[config.mk]
export PLATFORM = sky130hd
export DESIGN_NAME = tick_timer_bank
export DESIGN_NICKNAME = d
export VERILOG_FILES = /design/src/rtl/ttb_pkg.sv /design/src/rtl/ttb_decode.sv /design/src/rtl/ttb_counter.sv /design/src/rtl/ttb_rdmux.sv /design/src/rtl/tick_timer_bank.sv
export SDC_FILE = /design/constraint.sdc
export NUM_CORES = 1
export LEC_CHECK = 0
export BUFFER_PORTS_ARGS = -buffer_cell sky130_fd_sc_hd__buf_4
export CORE_ASPECT_RATIO = 1.75
export CORE_UTILIZATION = 48
export CTS_CLUSTER_DIAMETER = 150
export CTS_CLUSTER_SIZE = 14
export DETAILED_ROUTE_END_ITERATION = 10
export HOLD_SLACK_MARGIN = 0.1
export PLACE_DENSITY = 0.67
export SLEW_MARGIN = 15
export SYNTH_ARGS = -nofsm -noshare
export SYNTH_HDL_FRONTEND = slang
export SYNTH_HIERARCHICAL = 1
export SYNTH_SLANG_ARGS = --single-unit
[constraint.sdc]
create_clock -name clk -period 4.7 [get_ports clk]
set_input_delay 0.94 -clock clk [delete_from_list [all_inputs] [get_ports clk]]
set_output_delay 0.94 -clock clk [all_outputs]
set_load 0.005 [all_outputs]
[src/rtl/ttb_pkg.sv]
// Package: shared register offsets for the tick timer bank.
// Assumes a 2-bit word offset inside each unit's register window.
package ttb_pkg;
    typedef enum logic [1:0] {
        OFS_LIMIT    = 2'd0,
        OFS_COUNT    = 2'd1,
        OFS_LIMIT_NC = 2'd2,
        OFS_AUX      = 2'd3
    } reg_ofs_e;
endpackage

[src/rtl/ttb_decode.sv]
// Module: request decoder. Turns one register request into per-unit
// strobes for limit writes (clearing and non-clearing), limit reads and
// auxiliary writes. Assumes addresses with unit >= NUNIT are unused.
module ttb_decode
    import ttb_pkg::*;
#(
    parameter int NUNIT  = 5,
    parameter int UNIT_W = 3,
    parameter int ADDR_W = 5
) (
    input  logic              req_valid,
    input  logic              req_write,
    input  logic [ADDR_W-1:0] req_addr,
    output logic [NUNIT-1:0]  wr_lim,
    output logic [NUNIT-1:0]  wr_nc,
    output logic [NUNIT-1:0]  rd_lim,
    output logic [NUNIT-1:0]  wr_aux
);
    logic [UNIT_W-1:0] unit;
    reg_ofs_e          ofs;

    assign unit = req_addr[ADDR_W-1:2];
    assign ofs  = reg_ofs_e'(req_addr[1:0]);

    for (genvar u = 0; u < NUNIT; u++) begin : g_unit
        logic hit;
        // Unit selected by the current request.
        assign hit       = req_valid && (unit == UNIT_W'(u));
        assign wr_lim[u] = hit &&  req_write && (ofs == OFS_LIMIT);
        assign wr_nc[u]  = hit &&  req_write && (ofs == OFS_LIMIT_NC);
        assign rd_lim[u] = hit && !req_write && (ofs == OFS_LIMIT);
        assign wr_aux[u] = hit &&  req_write && (ofs == OFS_AUX);
    end
endmodule

[src/rtl/ttb_counter.sv]
// Module: one limit timer. Counts ticks, wraps at a nonzero limit and
// sets a sticky flag; a limit read acknowledges the flag. In user mode it
// free-runs under a run gate with no flag. Assumes the strobes are
// single-cycle and mutually exclusive.
module ttb_counter #(
    parameter int CNT_W = 22
) (
    input  logic             clk,
    input  logic             rst_n,
    input  logic             tick,
    input  logic             user_mode,
    input  logic             run,
    input  logic             wr_lim,
    input  logic             wr_nc,
    input  logic             rd_lim,
    input  logic [CNT_W-1:0] wdata,
    output logic [CNT_W-1:0] limit_o,
    output logic [CNT_W-1:0] count_o,
    output logic             flag_o
);
    localparam logic [CNT_W-1:0] ONE = CNT_W'(1);

    logic [CNT_W-1:0] lim_q, cnt_q;
    logic             flag_q;
    logic             wrap;

    // A tick that lands on a nonzero limit in timer mode ends the period.
    assign wrap = tick && !user_mode && (lim_q != '0) && (cnt_q == lim_q) && !wr_lim;

    // Limit register: loaded by either limit address.
    always_ff @(posedge clk) begin
        if (!rst_n)              lim_q <= '0;
        else if (wr_lim || wr_nc) lim_q <= wdata;
    end

    // Count register: restart on clearing write, step or reload on tick.
    always_ff @(posedge clk) begin
        if (!rst_n)                 cnt_q <= ONE;
        else if (wr_lim)            cnt_q <= ONE;
        else if (user_mode) begin
            if (run && tick)        cnt_q <= cnt_q + ONE;
        end
        else if (wrap)              cnt_q <= ONE;
        else if (tick)              cnt_q <= cnt_q + ONE;
    end

    // Interrupt flag: set on wrap (wins over acknowledge), cleared by read or clearing write.
    always_ff @(posedge clk) begin
        if (!rst_n)                 flag_q <= 1'b0;
        else if (user_mode)         flag_q <= 1'b0;
        else if (wrap)              flag_q <= 1'b1;
        else if (wr_lim || rd_lim)  flag_q <= 1'b0;
    end

    assign limit_o = lim_q;
    assign count_o = cnt_q;
    assign flag_o  = flag_q;


    rd_clear_chk: assert property (@(posedge clk) disable iff (!rst_n)
        (rd_lim && !tick) |=> !flag_q);

    nc_keep_chk: assert property (@(posedge clk) disable iff (!rst_n)
        (wr_nc && flag_q && !user_mode) |=> flag_q);

    zero_lim_chk: assert property (@(posedge clk) disable iff (!rst_n)
        (lim_q == '0 && !wr_lim && !wr_nc && !flag_q) |=> !flag_q);

    user_noirq_chk: assert property (@(posedge clk) disable iff (!rst_n)
        user_mode |=> !flag_q);

    user_step_chk: assert property (@(posedge clk) disable iff (!rst_n)
        (user_mode && run && tick && !wr_lim) |=> cnt_q == CNT_W'($past(cnt_q) + ONE));

    hold_chk: assert property (@(posedge clk) disable iff (!rst_n)
        (!tick && !wr_lim) |=> $stable(cnt_q));

    reload_chk: assert property (@(posedge clk) disable iff (!rst_n)
        $rose(flag_q) |-> (cnt_q == ONE && $past(tick)));
endmodule

[src/rtl/ttb_rdmux.sv]
// Module: registered read path. Selects the addressed register of the
// addressed unit and returns it one cycle later. Assumes run bits are
// supplied for every unit (system unit entry unused).
module ttb_rdmux
    import ttb_pkg::*;
#(
    parameter int NCPU   = 4,
    parameter int NUNIT  = 5,
    parameter int CNT_W  = 22,
    parameter int DW     = 32,
    parameter int UNIT_W = 3,
    parameter int ADDR_W = 5
) (
    input  logic                        clk,
    input  logic                        rst_n,
    input  logic                        req_valid,
    input  logic                        req_write,
    input  logic [ADDR_W-1:0]           req_addr,
    input  logic [NUNIT-1:0][CNT_W-1:0] lim_all,
    input  logic [NUNIT-1:0][CNT_W-1:0] cnt_all,
    input  logic [NUNIT-1:0]            run_all,
    input  logic [NCPU-1:0]             cfg,
    output logic                        rsp_valid,
    output logic [DW-1:0]               rsp_data
);
    logic [UNIT_W-1:0] unit;
    reg_ofs_e          ofs;
    logic [DW-1:0]     sel;

    assign unit = req_addr[ADDR_W-1:2];
    assign ofs  = reg_ofs_e'(req_addr[1:0]);

    // Pick the addressed register; unused units return zero.
    always_comb begin
        sel = '0;
        if (unit < UNIT_W'(NUNIT)) begin
            case (ofs)
                OFS_LIMIT, OFS_LIMIT_NC: sel = DW'(lim_all[unit]);
                OFS_COUNT:               sel = DW'(cnt_all[unit]);
                default: begin
                    if (unit == UNIT_W'(NCPU)) sel = DW'(cfg);
                    else                       sel = DW'(run_all[unit]);
                end
            endcase
        end
    end

    // Response register: one cycle after an accepted read.
    always_ff @(posedge clk) begin
        if (!rst_n) begin
            rsp_valid <= 1'b0;
            rsp_data  <= '0;
        end else begin
            rsp_valid <= req_valid && !req_write;
            if (req_valid && !req_write) rsp_data <= sel;
        end
    end


    rsp_idle_chk: assert property (@(posedge clk) disable iff (!rst_n)
        !(req_valid && !req_write) |=> !rsp_valid);
endmodule

[src/rtl/tick_timer_bank.sv]
// Module: top of the timer bank. One system timer (unit NCPU) and NCPU
// per-CPU timers sharing one tick enable and one register port. Holds
// the mode register and the per-CPU run bits. Assumes a single-cycle
// request with no back-pressure.
module tick_timer_bank
    import ttb_pkg::*;
#(
    parameter int NCPU  = 4,
    parameter int CNT_W = 22,
    parameter int DW    = 32,
    localparam int NUNIT  = NCPU + 1,
    localparam int UNIT_W = $clog2(NUNIT),
    localparam int ADDR_W = UNIT_W + 2
) (
    input  logic              clk,
    input  logic              rst_n,
    input  logic              tick_en,
    input  logic              req_valid,
    input  logic              req_write,
    input  logic [ADDR_W-1:0] req_addr,
    input  logic [DW-1:0]     req_wdata,
    output logic              rsp_valid,
    output logic [DW-1:0]     rsp_data,
    output logic              irq_sys,
    output logic [NCPU-1:0]   irq_cpu
);
    logic [NUNIT-1:0]            wr_lim, wr_nc, rd_lim, wr_aux;
    logic [NUNIT-1:0][CNT_W-1:0] lim_all, cnt_all;
    logic [NUNIT-1:0]            flag_all;
    logic [NUNIT-1:0]            run_all;
    logic [NCPU-1:0]             cfg_q;

    ttb_decode #(.NUNIT(NUNIT), .UNIT_W(UNIT_W), .ADDR_W(ADDR_W)) i_decode (
        .req_valid(req_valid), .req_write(req_write), .req_addr(req_addr),
        .wr_lim(wr_lim), .wr_nc(wr_nc), .rd_lim(rd_lim), .wr_aux(wr_aux)
    );

    // Mode register: bit i selects user-counter mode for CPU unit i.
    always_ff @(posedge clk) begin
        if (!rst_n)             cfg_q <= '0;
        else if (wr_aux[NCPU])  cfg_q <= req_wdata[NCPU-1:0];
    end

    assign run_all[NCPU] = 1'b0;

    for (genvar u = 0; u < NUNIT; u++) begin : g_tmr
        logic user_mode;
        if (u < NCPU) begin : g_cpu
            logic run_q;
            // Run bit of a per-CPU unit, written at offset 3.
            always_ff @(posedge clk) begin
                if (!rst_n)         run_q <= 1'b0;
                else if (wr_aux[u]) run_q <= req_wdata[0];
            end
            assign run_all[u] = run_q;
            assign user_mode  = cfg_q[u];
            assign irq_cpu[u] = flag_all[u];
        end else begin : g_sys
            assign user_mode = 1'b0;
            assign irq_sys   = flag_all[u];
        end

        ttb_counter #(.CNT_W(CNT_W)) i_counter (
            .clk(clk), .rst_n(rst_n), .tick(tick_en),
            .user_mode(user_mode), .run(run_all[u]),
            .wr_lim(wr_lim[u]), .wr_nc(wr_nc[u]), .rd_lim(rd_lim[u]),
            .wdata(req_wdata[CNT_W-1:0]),
            .limit_o(lim_all[u]), .count_o(cnt_all[u]), .flag_o(flag_all[u])
        );
    end

    ttb_rdmux #(.NCPU(NCPU), .NUNIT(NUNIT), .CNT_W(CNT_W), .DW(DW),
                .UNIT_W(UNIT_W), .ADDR_W(ADDR_W)) i_rdmux (
        .clk(clk), .rst_n(rst_n), .req_valid(req_valid), .req_write(req_write),
        .req_addr(req_addr), .lim_all(lim_all), .cnt_all(cnt_all),
        .run_all(run_all), .cfg(cfg_q), .rsp_valid(rsp_valid), .rsp_data(rsp_data)
    );


    sys_ack_chk: assert property (@(posedge clk) disable iff (!rst_n)
        $fell(irq_sys) |-> $past(req_valid && req_addr[ADDR_W-1:2] == UNIT_W'(NCPU)
                                 && req_addr[1:0] == 2'd0));

    rsp_due_chk: assert property (@(posedge clk) disable iff (!rst_n)
        (req_valid && !req_write) |=> rsp_valid);
endmodule

==> flow_summary_export.csv <==
group,metric,value,unit
status,outcome,"finished clean",
global_route,antenna_found_initial,0,
detailed_routing,drt-vias-per-instance,5.87,
layout,antennaDiodeCount,0,
cts,clk_transition_reported_paths,0.07,ns
critical_path,critical_path_class,"in -> reg",
sta,max_slew.worst_pin.slew,1.03,ns
logic_synthesis,ys_seq_elements,256,
sta,timing_hold_violations_final,0,
sta,finalCriticalPeriod,2.77,ns
layout,layout.nets,1765,
global_route,grt_pass1_vias,12100,
floorplanning,die-height,232,um
sta,final.setup.tns,0,ns
detailed_routing,detail-route-antenna-nets,0,
detailed_routing,wl,45900,um
cts,tritoncts.num_buffers,22,
sta,rsz0062_at_grt,"false",
critical_path,slowest_delay,0.65,ns
logic_synthesis,yosys.cell_types.count,65,
global_route,grt_max_degree,91,
detailed_routing,detailedRoute.firstPassIterationCount,6,
layout,fraction_of_final_layout_cells_sized_beyond_drive_strength_1,12.2,%
placement,dp_hpwl,34900,um
critical_path,path_max_fanout,32,
floorplanning,fp.dieArea,0.0310,sq mm
worst_hold_path,worstHoldPathType,"reg -> reg",
detailed_routing,vias,12300,
sta,fin_crit_sh,58.9,%
critical_path,crit_arrival,3.22,ns
sta,layout_setup_ws,1.93,ns
floorplanning,num_io_pins,80,
logic_synthesis,postSynthAreaPerCell,8.52,sq um
pwr,p_seq_share,51.7,%
logic_synthesis,yosysTopAreaCellShare,35.3,%
cts,clock-root-buffer,"clkbuf_16",
worst_hold_path,hp-start,"i_rdmux/rsp_data[9]$_SDFFE_PN0P_",
detailed_routing,avgRoutedWirePerCell,21.8,um
cts,cts-hold-fix-buffers,0,
sta,drv_slew,0,
logic_synthesis,netlist_instances,1703,
global_route,grt_first_pass_wirelength,70400,um
critical_path,cp.required,5.15,ns
sta,max_freq,362,MHz
logic_synthesis,synth-edff-count,0,
cts,htree_num_levels,1,
floorplanning,rows,83,
critical_path,timing.critical_path.mode_cell,"buf_4",
critical_path,worst-r2r-setup-slack,2.10,ns
floorplanning,die-width,133,um
floorplanning,effective_utilization_at_floorplan,49.2,%
placement,dp_worst_setup_slack,1.20,ns
worst_hold_path,min_path_cells,2,
pwr,vdd_ir_drop_max,0.235,mV
sta,timing.slew.headroom,31.5,%
critical_path,ff2ff_path_depth,6,
logic_synthesis,count_of_warnings_emitted_by_yosys,6,
cts,cts_resized,0,
detailed_routing,drtIter0Drc,756,
pwr,leakagePower,5.64,nW
critical_path,regToRegStartpoint,"g_tmr[2].i_counter/count_o[2]$_SDFFE_PP0P_",
logic_synthesis,ys_dominant_reg_cell,"dfxtp_1",
global_route,grt_usage,29.8,%
critical_path,critical_path.cell_chain,"buf_4, nand3b_1, nor4_1, nor4b_1, nand4_1, o31ai_4, buf_4, o31ai_2",
global_route,overflow,0,
logic_synthesis,synth.area.top_cells,"dfxtp_1 35%, nand2_1 7.1%, xor2_1 6.6%",
cts,clock_path_buffers,3,
placement,port_buffers,59,
cts,clock_insertion_delay_worst_skew,0.53,ns
layout,nFillCells,2850,
run,timing.max_cap.violations,0,
floorplanning,core_area,0.0295,sq mm
layout,flow.area_growth_from_synthesis,7.95,%
sta,clock-skew-final,0.0148,ns
pwr,internal_power,3.20,mW
logic_synthesis,synthesis.area,0.0145,sq mm
pwr,power.clock.fraction,39.1,%
critical_path,cpMaxStageDelayCell,"nor4_1",
sta,finalSetupViolCount,0,
pwr,comb_power_share,9.3,%
critical_path,endpoint_kind,"register",
pwr,switching_power,1.12,mW
logic_synthesis,async_flop_share,0,%
critical_path,reg2reg_to,"g_tmr[2].i_counter/count_o[10]$_SDFFE_PP0P_",
worst_hold_path,timing.hold.worst_endpoint,"i_rdmux/rsp_data[9]$_SDFFE_PN0P_",
critical_path,worstPathBufferInverterCount,2,
pwr,netSwitchingFraction,26.0,%
placement,globalplace.congestion,0.998,
cts,tritoncts,"done",
critical_path,path_delay_family,"simple AND/OR/NAND/NOR gates",
cts,clock-sinks,256,
logic_synthesis,ys_seq_area_share,35.3,%
detailed_routing,post-route-drc-count,0,
logic_synthesis,yosysTopAreaCell,"dfxtp_1",
pwr,power_per_cell_area,276,mW/mm^2
critical_path,critical_path.startpoint_type,"input pin",
cts,number_of_setup_buffers_added_after_cts,0,
## tightest hold or removal path, stage by stage, from the launching register on
cell and delay (ns):
dfxtp_1 0.33, nand2_1 0.05, o21ai_0 0.05
## final cells by class
cell class | count | area [sq um] | share of cell area (%)
clock buffer | 23 | 576 | 3.67
clock inverter | 1 | 11.3 | 0.0719
inverter | 67 | 251 | 1.61
multi-input combinational | 1290 | 8610 | 55.0
sequential | 256 | 5120 | 32.7
tap | 382 | 478 | 3.05
timing repair buffer | 81 | 612 | 3.91
## power by group through the flow
stage / Sequential (mW) / Combinational (mW) / Clock, mW
floorplan: 2.27 / 0.274 / 0
global placement: 2.28 / 0.388 / 0
detailed placement: 2.28 / 0.393 / 0
CTS: 2.23 / 0.395 / 1.72
global route: 2.24 / 0.426 / 1.79
finish: 2.23 / 0.400 / 1.69
## layout by cell type, fill, tap and decap left out, drive strengths merged, types with 4 or more instances in the layout
cell type,synthesis,final
o21ai,26,26
nor4b,6,6
clkbuf,46,23
xor2,110,110
ha,5,5
a21oi,4,4
nor3,62,62
xnor2,105,105
a221oi,6,6
or4,5,5
and2,7,7
nand2,276,276
a21boi,110,110
nor2,151,151
and4,18,18
nand2b,13,13
a22oi,5,5
and2b,5,5
o211a,5,5
nor4,59,59
nor3b,6,6
nor2b,10,10
mux2i,82,82
o31ai,13,13
nand4,36,36
buf,57,81
inv,67,68
o2111ai,11,11
or2,7,7
conb,2,15
nand3,33,33
a211oi,17,17
o22ai,53,53
dfxtp,256,256
mux4,4,4
## state kept, by name (all words and copies together) (netlist names)
| name | count |
|---|---|
| g_tmr.i_counter/count_o | 110 |
| cfg_q | 4 |
| g_tmr.i_counter/limit_o | 110 |
| g_tmr.i_counter/flag_o | 5 |
| i_rdmux/rsp_valid | 1 |
| g_tmr.g_cpu.run_q | 4 |
| i_rdmux/rsp_data | 22 |
## synthesized netlist by cell type (6+ instances only)
master / count
mux2i_1: 82
clkbuf_1: 46
xnor2_1: 105
nor2b_1: 10
buf_2: 31
buf_4: 11
a221oi_1: 6
nor4_1: 46
nand2b_1: 13
a211oi_1: 17
o21ai_0: 21
a21boi_0: 110
nor3b_1: 6
buf_6: 15
nor4_2: 7
dfxtp_1: 256
inv_1: 67
nor4_4: 6
o2111ai_1: 6
nand4_1: 36
nor2_2: 50
and4_1: 18
xor2_1: 110
nand3_1: 33
nor2_1: 96
nor3_1: 62
nand2_1: 276
o22ai_1: 53
and2_1: 6
## per-layer routing
layer	share of wire, %	track usage [%]	up-vias	wire [um]
li1	-	-	5874	-
met1	37	32.6	5944	17100
met2	51	53.9	392	23400
met3	4.9	3.12	123	2230
met4	6.9	19.9	0	3150
met5	0	0	-	0
## through the flow
step / area [sq um] / std cells / total power, mW / utilization, % / hold WS (ns)
floorplan: 14600 / 1716 / 2.54 / - / 0.446
global placement: 15100 / 2075 / 2.67 / 51.1 / 0.436
detailed placement: 15100 / 2075 / 2.68 / 51.1 / 0.448
CTS: 15700 / 2099 / 4.35 / 53.1 / 0.461
global route: 15700 / 2100 / 4.45 / 53.1 / 0.489
finish: 15700 / 2100 / 4.32 / 53.1 / 0.458
## worst max-delay path by stage
stage,start,end,slack [ns],depth (start not counted)
floorplan,req_addr[3],g_tmr[1].i_counter/limit_o[10]$_SDFFE_PN0P_,2.20,7
global placement,req_addr[3],g_tmr[4].i_counter/count_o[9]$_SDFFE_PP0P_,1.19,7
detailed placement,req_addr[3],g_tmr[4].i_counter/count_o[10]$_SDFFE_PP0P_,1.20,7
CTS,req_addr[3],g_tmr[4].i_counter/count_o[0]$_SDFFE_PP1P_,1.74,7
global route,req_addr[3],g_tmr[3].i_counter/count_o[1]$_SDFFE_PP0P_,1.81,8
finish,req_addr[3],g_tmr[3].i_counter/count_o[1]$_SDFFE_PP0P_,1.93,8
## cell families after synthesis
| group | Yosys count | share of synthesized area, % |
|---|---|---|
| xor gates and xnor gates | 215 | 13.0 |
| adders and majority gates | 5 | 0.431 |
| buffers and inverters | 170 | 5.72 |
| other | 2 | 0.0517 |
| AOI/OAI and AO/OA | 259 | 13.6 |
| DFF | 256 | 35.3 |
| muxes | 89 | 6.53 |
| and+or+nand+nor | 707 | 25.3 |
Power figures use the tool's default switching activity.
